## config.mk

```make
export PLATFORM = sky130hd
export DESIGN_NAME = bsp_unit
export DESIGN_NICKNAME = d
export VERILOG_FILES = /design/src/rtl/bsp_pkg.sv /design/src/rtl/bsp_bank.sv /design/src/rtl/bsp_mode_ctrl.sv /design/src/rtl/bsp_op_decode.sv /design/src/rtl/bsp_unit.sv
export SDC_FILE = /design/constraint.sdc
export NUM_CORES = 1
export LEC_CHECK = 0
export ABC_AREA = 0
export CORE_AREA = 2 2 133 109
export CTS_CLUSTER_SIZE = 12
export DETAILED_ROUTE_END_ITERATION = 12
export DIE_AREA = 0 0 135 111
export PLACE_DENSITY = 0.82
export SETUP_SLACK_MARGIN = 0.5
export SYNTH_ARGS = -nofsm -noshare
export SYNTH_HDL_FRONTEND = slang
export SYNTH_SLANG_ARGS = --single-unit
```

## constraint.sdc

```tcl
create_clock -name clk -period 3.9 [get_ports clk]
set_clock_uncertainty 0.1 [all_clocks]
set_input_delay 0.585 -clock clk [delete_from_list [all_inputs] [get_ports clk]]
set_output_delay 0.585 -clock clk [all_outputs]
set_load 0.03 [all_outputs]
```

## src/rtl/bsp_pkg.sv

```systemverilog
package bsp_pkg;
   typedef enum logic [1:0] {
      OP_IDLE  = 2'd0,
      OP_PUSH  = 2'd1,
      OP_POP   = 2'd2,
      OP_CLASH = 2'd3
   } sp_op_e;

   localparam int BANK_MAIN = 0;
   localparam int BANK_PROC = 1;
   localparam int NUM_BANKS = 2;
endpackage

```

## src/rtl/bsp_bank.sv

```systemverilog
module bsp_bank #(
   parameter int             AW      = 32,
   parameter int             LSB     = 2,
   parameter logic [AW-1:0]  RST_VAL = '0
) (
   input  logic              clk,
   input  logic              rst_n,
   input  logic              wr_en,
   input  logic [AW-1:LSB]   wr_val,
   input  logic              upd_en,
   input  logic [AW-1:LSB]   upd_val,
   output logic [AW-1:0]     sp_o
);
   logic [AW-1:LSB] sp_q;

   always_ff @(posedge clk or negedge rst_n) begin
      if (!rst_n)
         sp_q <= RST_VAL[AW-1:LSB];
      else if (wr_en)
         sp_q <= wr_val;
      else if (upd_en)
         sp_q <= upd_val;
   end

   assign sp_o = {sp_q, {LSB{1'b0}}};
endmodule

```

## src/rtl/bsp_mode_ctrl.sv

```systemverilog
module bsp_mode_ctrl (
   input  logic clk,
   input  logic rst_n,
   input  logic enter_i,
   input  logic exit_i,
   input  logic ctl_wr_i,
   input  logic ctl_val_i,
   output logic handler_o,
   output logic ctl_o,
   output logic use_proc_o
);
   logic handler_q;
   logic ctl_q;

   always_ff @(posedge clk or negedge rst_n) begin
      if (!rst_n) begin
         handler_q <= 1'b0;
         ctl_q     <= 1'b0;
      end else begin
         if (enter_i)
            handler_q <= 1'b1;
         else if (exit_i)
            handler_q <= 1'b0;
         if (ctl_wr_i)
            ctl_q <= ctl_val_i;
      end
   end

   assign handler_o  = handler_q;
   assign ctl_o      = ctl_q;
   assign use_proc_o = ctl_q & ~handler_q;
endmodule

```

## src/rtl/bsp_op_decode.sv

```systemverilog
module bsp_op_decode
   import bsp_pkg::*;
#(
   parameter int AW  = 32,
   parameter int DW  = 32,
   parameter int LSB = 2
) (
   input  logic            push_i,
   input  logic            pop_i,
   input  logic [DW-1:0]   push_data_i,
   input  logic [AW-1:0]   active_sp_i,
   output sp_op_e          op_o,
   output logic            err_o,
   output logic            mem_we_o,
   output logic            mem_re_o,
   output logic [AW-1:0]   mem_addr_o,
   output logic [DW-1:0]   mem_wdata_o,
   output logic            upd_en_o,
   output logic [AW-1:LSB] upd_val_o
);
   localparam logic [AW-1:0] STEP = AW'(1) << LSB;

   logic [AW-1:0] dec_sp;
   logic [AW-1:0] inc_sp;

   assign dec_sp = active_sp_i - STEP;
   assign inc_sp = active_sp_i + STEP;

   always_comb begin
      unique case ({pop_i, push_i})
         2'b01:   op_o = OP_PUSH;
         2'b10:   op_o = OP_POP;
         2'b11:   op_o = OP_CLASH;
         default: op_o = OP_IDLE;
      endcase
   end

   always_comb begin
      mem_we_o    = 1'b0;
      mem_re_o    = 1'b0;
      err_o       = 1'b0;
      upd_en_o    = 1'b0;
      mem_addr_o  = active_sp_i;
      mem_wdata_o = '0;
      upd_val_o   = active_sp_i[AW-1:LSB];
      case (op_o)
         OP_PUSH: begin
            mem_we_o    = 1'b1;
            mem_addr_o  = dec_sp;
            mem_wdata_o = push_data_i;
            upd_en_o    = 1'b1;
            upd_val_o   = dec_sp[AW-1:LSB];
         end
         OP_POP: begin
            mem_re_o    = 1'b1;
            upd_en_o    = 1'b1;
            upd_val_o   = inc_sp[AW-1:LSB];
         end
         OP_CLASH: err_o = 1'b1;
         default: ;
      endcase
   end
endmodule

```

## src/rtl/bsp_unit.sv

```systemverilog
module bsp_unit
   import bsp_pkg::*;
#(
   parameter int            AW        = 32,
   parameter int            DW        = 32,
   parameter int            ALIGN_LSB = 2,
   parameter logic [AW-1:0] MAIN_RST  = 32'h2000_1000,
   parameter logic [AW-1:0] PROC_RST  = 32'h2000_0800
) (
   input  logic          clk,
   input  logic          rst_n,
   input  logic          exc_enter_i,
   input  logic          exc_exit_i,
   input  logic          ctrl_wr_i,
   input  logic          ctrl_val_i,
   input  logic          msp_wr_i,
   input  logic          psp_wr_i,
   input  logic [AW-1:0] sp_wdata_i,
   input  logic          push_i,
   input  logic [DW-1:0] push_data_i,
   input  logic          pop_i,
   output logic [AW-1:0] active_sp_o,
   output logic [AW-1:0] msp_o,
   output logic [AW-1:0] psp_o,
   output logic          handler_o,
   output logic          ctrl_o,
   output logic [AW-1:0] mem_addr_o,
   output logic [DW-1:0] mem_wdata_o,
   output logic          mem_we_o,
   output logic          mem_re_o,
   output logic          err_o
);
   localparam int LSB = ALIGN_LSB;

   if (AW < 8 || AW > 64) begin : g_bad_aw
      $error("bsp_unit: AW out of range");
   end
   if (LSB < 1 || LSB >= AW - 4) begin : g_bad_lsb
      $error("bsp_unit: ALIGN_LSB out of range");
   end
   if (MAIN_RST[LSB-1:0] != '0 || PROC_RST[LSB-1:0] != '0) begin : g_bad_rst
      $error("bsp_unit: reset pointers must be aligned");
   end

   logic                 use_proc;
   logic                 upd_en;
   logic [AW-1:LSB]      upd_val;
   sp_op_e               op;
   logic [NUM_BANKS-1:0] bank_wr;
   logic [AW-1:0]        bank_sp [NUM_BANKS];

   assign bank_wr[BANK_MAIN] = msp_wr_i;
   assign bank_wr[BANK_PROC] = psp_wr_i;

   bsp_mode_ctrl u_mode (
      .clk        (clk),
      .rst_n      (rst_n),
      .enter_i    (exc_enter_i),
      .exit_i     (exc_exit_i),
      .ctl_wr_i   (ctrl_wr_i),
      .ctl_val_i  (ctrl_val_i),
      .handler_o  (handler_o),
      .ctl_o      (ctrl_o),
      .use_proc_o (use_proc)
   );

   for (genvar g = 0; g < NUM_BANKS; g++) begin : g_bank
      localparam logic [AW-1:0] RV = (g == BANK_MAIN) ? MAIN_RST : PROC_RST;
      logic sel_here;
      assign sel_here = (g == BANK_PROC) ? use_proc : ~use_proc;
      bsp_bank #(
         .AW      (AW),
         .LSB     (LSB),
         .RST_VAL (RV)
      ) u_bank (
         .clk     (clk),
         .rst_n   (rst_n),
         .wr_en   (bank_wr[g]),
         .wr_val  (sp_wdata_i[AW-1:LSB]),
         .upd_en  (upd_en & sel_here),
         .upd_val (upd_val),
         .sp_o    (bank_sp[g])
      );
   end

   assign msp_o       = bank_sp[BANK_MAIN];
   assign psp_o       = bank_sp[BANK_PROC];
   assign active_sp_o = use_proc ? psp_o : msp_o;

   bsp_op_decode #(
      .AW  (AW),
      .DW  (DW),
      .LSB (LSB)
   ) u_dec (
      .push_i      (push_i),
      .pop_i       (pop_i),
      .push_data_i (push_data_i),
      .active_sp_i (active_sp_o),
      .op_o        (op),
      .err_o       (err_o),
      .mem_we_o    (mem_we_o),
      .mem_re_o    (mem_re_o),
      .mem_addr_o  (mem_addr_o),
      .mem_wdata_o (mem_wdata_o),
      .upd_en_o    (upd_en),
      .upd_val_o   (upd_val)
   );
endmodule

```

* After elaboration in Yosys (flattened, before gate mapping) *
Cells that the tools add are included.

word-level totals
  input bits = 74
  word-level logic and storage cells = 36
  output and inout port bits = 165
  register bits = 62

cells by class
  bitwise logic cells = 5
  $add $sub $neg = 2
  eq/ne operators = 6
  mux-type cells = 15
  reduce and logical (&&, ||, !) cells = 4

operators by type and width
  kind                                                 count
  two-way mux 30 bit                                   4
  two-way mux 32 bit                                   3
  one-hot mux 30 bit (2 select lines)                  1
  adder 32 x 3 -> 32 bit (second input constant)       1
  subtractor 32 x 3 -> 32 bit (second input constant)  1
  == test 2 bit (second input constant)                4
  two-way mux 1 bit                                    6
  one-hot mux 2 bit (3 select lines)                   1
  nonzero test 2 bit                                   3
  == test 2 x 1 -> 1 bit (second input constant)       2
  AND 1 bit                                            3
  NOT 1 bit                                            2
  OR reduction 2 bit                                   1

* Depth between registers and ports, before layout *
  depth after elaboration = 8
  mapped depth = 14
  gate-level depth less buffers = 10

* Hierarchy *
Synthesis repeated with hierarchy kept, for this count alone.

unflattened totals
  cells, all modules = 745
  area total of the unflattened synthesis = 6,253.5 µm²

by module, submodules not included
  module         cells an instance  area an instance (µm²)  times used
  bsp_bank       134                1,440.1                 2
  bsp_op_decode  433                2,746.4                 1
  bsp_unit       38                 544.3                   1
  bsp_mode_ctrl  6                  82.6                    1

* Worst setup path before layout *
No wires, ideal clock.

  kind = register -> output
  start point = register u_mode.handler_q (netlist: u_mode.handler_o)
  end point = output port mem_addr_o[20]
  data required time = 3.215 ns
  path buffers = 4
  cell stages (with the launch flop) = 14
  slack = -0.283 ns
  arrival = 3.498 ns
  cells stage by stage = dfrtp_1 > nand2b_1 > buf_6 > buf_6 > buf_2 > buf_2 > mux2i_1 > ha_1 > o211ai_1 > nor4b_2 > and2_1 > nand3_1 > nor2_1 > xor2_1

between the ends
  longest elaborated chain between the ends = 5

RTL lines
  what                         line                 text
  start: declaration           bsp_mode_ctrl.sv:12  logic handler_q;
  start signal: assignment     bsp_mode_ctrl.sv:17  handler_q <= 1'b0;
  start signal: assignment     bsp_mode_ctrl.sv:21  handler_q <= 1'b1;
  start signal: assignment     bsp_mode_ctrl.sv:23  handler_q <= 1'b0;
  NOT 1 bit (*)                bsp_mode_ctrl.sv:31  assign use_proc_o = ctl_q & ~handler_q;
  AND 1 bit (*)                bsp_mode_ctrl.sv:31
  two-way mux 32 bit (*)       bsp_unit.sv:88       assign active_sp_o = use_proc ? psp_o : msp_o;
  subtractor 32 x 3 -> 32 bit  bsp_op_decode.sv:26  assign dec_sp = active_sp_i - STEP;
  two-way mux 32 bit (*)       bsp_op_decode.sv:46  case (op_o)
  end: declaration             bsp_unit.sv:27       output logic [AW-1:0] mem_addr_o,

Every way passes the cells marked *; elsewhere a longest branch is shown, timed or not.

* Final worst setup path *
  start point = register u_mode.ctl_q (netlist: u_mode.ctl_o)
  end point = output port mem_addr_o[31]

between the ends
  longest elaborated chain between the ends = 4

RTL lines
  what                         line                 text
  start: declaration           bsp_mode_ctrl.sv:13  logic ctl_q;
  start signal: assignment     bsp_mode_ctrl.sv:25  ctl_q <= ctl_val_i;
  AND 1 bit (*)                bsp_mode_ctrl.sv:31
  two-way mux 32 bit (*)       bsp_unit.sv:88
  subtractor 32 x 3 -> 32 bit  bsp_op_decode.sv:26
  two-way mux 32 bit (*)       bsp_op_decode.sv:46

Marks and branches as above.

==> impl_metrics.tcl <==
set metrics [dict create \
    outcome "complete, no violations" \
    period_minus_slack_ps 3580 \
    area_delta_synth_final_pct 72.6 \
    final_nets 1157 \
    drt-total-wl_um 27500 \
    core_um2 13900 \
    clkLatencyLatePin_ps 320 \
    die_y_um 111 \
    hp-class "in2async" \
    hold_buffers 0 \
    diodes 0 \
    cts-root-buf "clkbuf_16" \
    grt_pass1_vias 6934 \
    ant_nets 0 \
    yosys_warnings 0 \
    synth_seq_cells 62 \
    setup_violations 0 \
    drive_above_1_share 0.253 \
    grt_start_max_net_pins 62 \
    place.port_buffers 228 \
    cap_viol_max_count 0 \
    yosysTopAreaCell "dfrtp_1" \
    clock_path_buffers 2 \
    drtIter0Drc 1148 \
    syn_area_per_cell_um2 7.74 \
    setup_slack_ps 324 \
    wl_per_cell_um 21.7 \
    synth_top_family_by_area "simple AND/OR/NAND/NOR gates" \
    vias 7711 \
    die_area_um2 15000 \
    cts_buffers 9 \
    path_max_fanout 7 \
    tns_ps 0 \
    finalCritPeriodShare 0.917 \
    hold_viol 0 \
    synthMuxAreaShare 0.142 \
    stdcell_area_um2 10400 \
    synthSimpleGateAreaFrac 0.287 \
    ios 239 \
    slew_viol_final 0 \
    h-tree-depth 3 \
    yosysTopAreaCellShare 0.240 \
    antenna_found_initial 0 \
    clkTransAtPathRegs_ps 50 \
    power_density_nw_per_um2 360 \
    max_freq_mhz 280 \
    rsz0062_at_grt "true" \
    ys_seq_area_frac 0.257 \
    grt_util_all_layers 0.336 \
    die_width_um 135 \
    route.detailed.drc 0 \
    overflow 0 \
    worstSetupEndpointType "primary output" \
    place_ws_ps 270 \
    holdWs_ps 304 \
    via_per_inst 6.09 \
    ir_worst_vdd_v 0.000284 \
    synth_area_leaders "dfrtp_1, mux2i_1, nand2_1" \
    yosysUniqueCellTypes 69 \
    initial_utilization 0.437 \
    syn_area_um2 6050 \
    gp_congestion 0.959 \
    grt_pass1_wl_um 39300 \
    synth_common_cells "nand2_1, mux2i_1, nor2_1, dfrtp_1, o21ai_0" \
    dp_hpwl_um 18600 \
    fillerInstances 951 \
    async_reset_ff_frac 1.00 \
    start_kind "register" \
    synth_compound_area_frac 0.161 \
    cts_tree "built" \
    worstSetupPathType "reg2out" \
    synth-xor-area-share 0.0695 \
    synth_flop_cell "dfrtp_1" \
    synth_edf_count 0 \
    yosysMostFrequentCell "nand2_1" \
    placement.cell_area_um2 9000 \
    cts.sinks 62 \
    rows 39 \
    relSlewSlack 0.370 \
    worstMarginPinSlew_ps 946 \
    worstPathArrival_ps 2890 \
    required_ps 3210 \
    firstDrtPassIters 9 \
    synth_cells 782 \
    p_leak_nw 4.49 \
    synth_fa_ha_area_frac 0.0124 \
]
-- routing by layer --
metal,part of all wire,up-vias,track usage
li1,-,3337,-
met1,0.37,3584,0.445
met2,0.45,688,0.525
met3,0.15,102,0.124
met4,0.030,0,0.0764
met5,0,-,0
-- power breakdown --
part	internal [mW]	leakage, nW	switching (mW)	total [mW]
Clock	0.558	0.152	0.286	0.843
Sequential	0.720	0.746	0.140	0.860
Combinational	0.878	3.59	1.18	2.06
-- registers in the layout, indices dropped and copies added (netlist names) --
name                count
u_mode.ctl_o            1
u_mode.handler_o        1
g_bank.u_bank.sp_q     60
-- worst paths after layout --
check | to | cells past startpoint | from | slack [ps]
worst max-delay path | mem_addr_o[31] | 11 | u_mode.ctl_o | 320
worst min-delay path | g_bank[1].u_bank.sp_q[7] | 1 | rst_n | 300
worst max register to register | g_bank[0].u_bank.sp_q[18] | 14 | u_mode.handler_o | 480
worst min register to register | g_bank[0].u_bank.sp_q[29] | 2 | g_bank[0].u_bank.sp_q[29] | 490
max in group asynchronous | g_bank[1].u_bank.sp_q[29] | 2 | rst_n | 2480
min in group clk | g_bank[0].u_bank.sp_q[29] | 2 | g_bank[0].u_bank.sp_q[29] | 490
-- cell usage in the layout, fill, tap and decap left out, drive strengths merged, types with 13 or more instances in the layout --
cell type        n
a21oi           35
and2            36
buf            130
clkdlybuf4s50  192
dfrtp           58
inv             32
mux2i           75
nand2          110
nand3           25
nor2            69
nor3            23
nor3b           23
o21ai           60
o221ai          13
or3             13
xnor2           44
-- cell type report --
class / count / area [µm²] / area share
multi-input combinational: 636 / 4810 / 0.460
timing repair buffer: 334 / 3400 / 0.326
sequential: 62 / 1560 / 0.149
tap: 184 / 230 / 0.0220
clock buffer: 10 / 229 / 0.0219
inverter: 34 / 135 / 0.0129
clock inverter: 6 / 86.3 / 0.00826
-- logic make-up (layout without fill, tap and decap cells) --
group                      Yosys count  count (layout)
DFF                                 62              62
adders and majority gates            6               6
and+or+nand+nor                    337             338
other                                1               8
buffers and inverters               92             384
xor gates and xnor gates            48              48
muxes                               82              82
AOI/OAI and AO/OA                  154             154
-- repair_timing --
item	in CTS	in global routing
endpoints found under the setup margin	34	60
gates resized for setup	69	75
cloned	4	0
pin swaps	18	32
buffers inserted	34	28
-- through the flow --
stage / power, mW / util / cells
6_report: 3.76 / 0.754 / 1266
2_1_floorplan: 1.85 / - / 789
4_1_cts: 3.60 / 0.720 / 1238
5_1_grt: 3.88 / 0.754 / 1266
3_3_place_gp: 2.62 / 0.650 / 1184
3_5_place_dp: 2.65 / 0.650 / 1184
-- worst max-delay path, stage by stage, from the launching register on --
cell       delay (ps)
dfrtp_2           460
buf_6             150
buf_6             110
and2b_4           190
or3_4             350
a2111oi_4         370
nand4b_1          170
buf_6             180
nor3_4            160
nand2_2            90
xnor2_2           180
buf_12            140
Power figures use the tool's default switching activity.
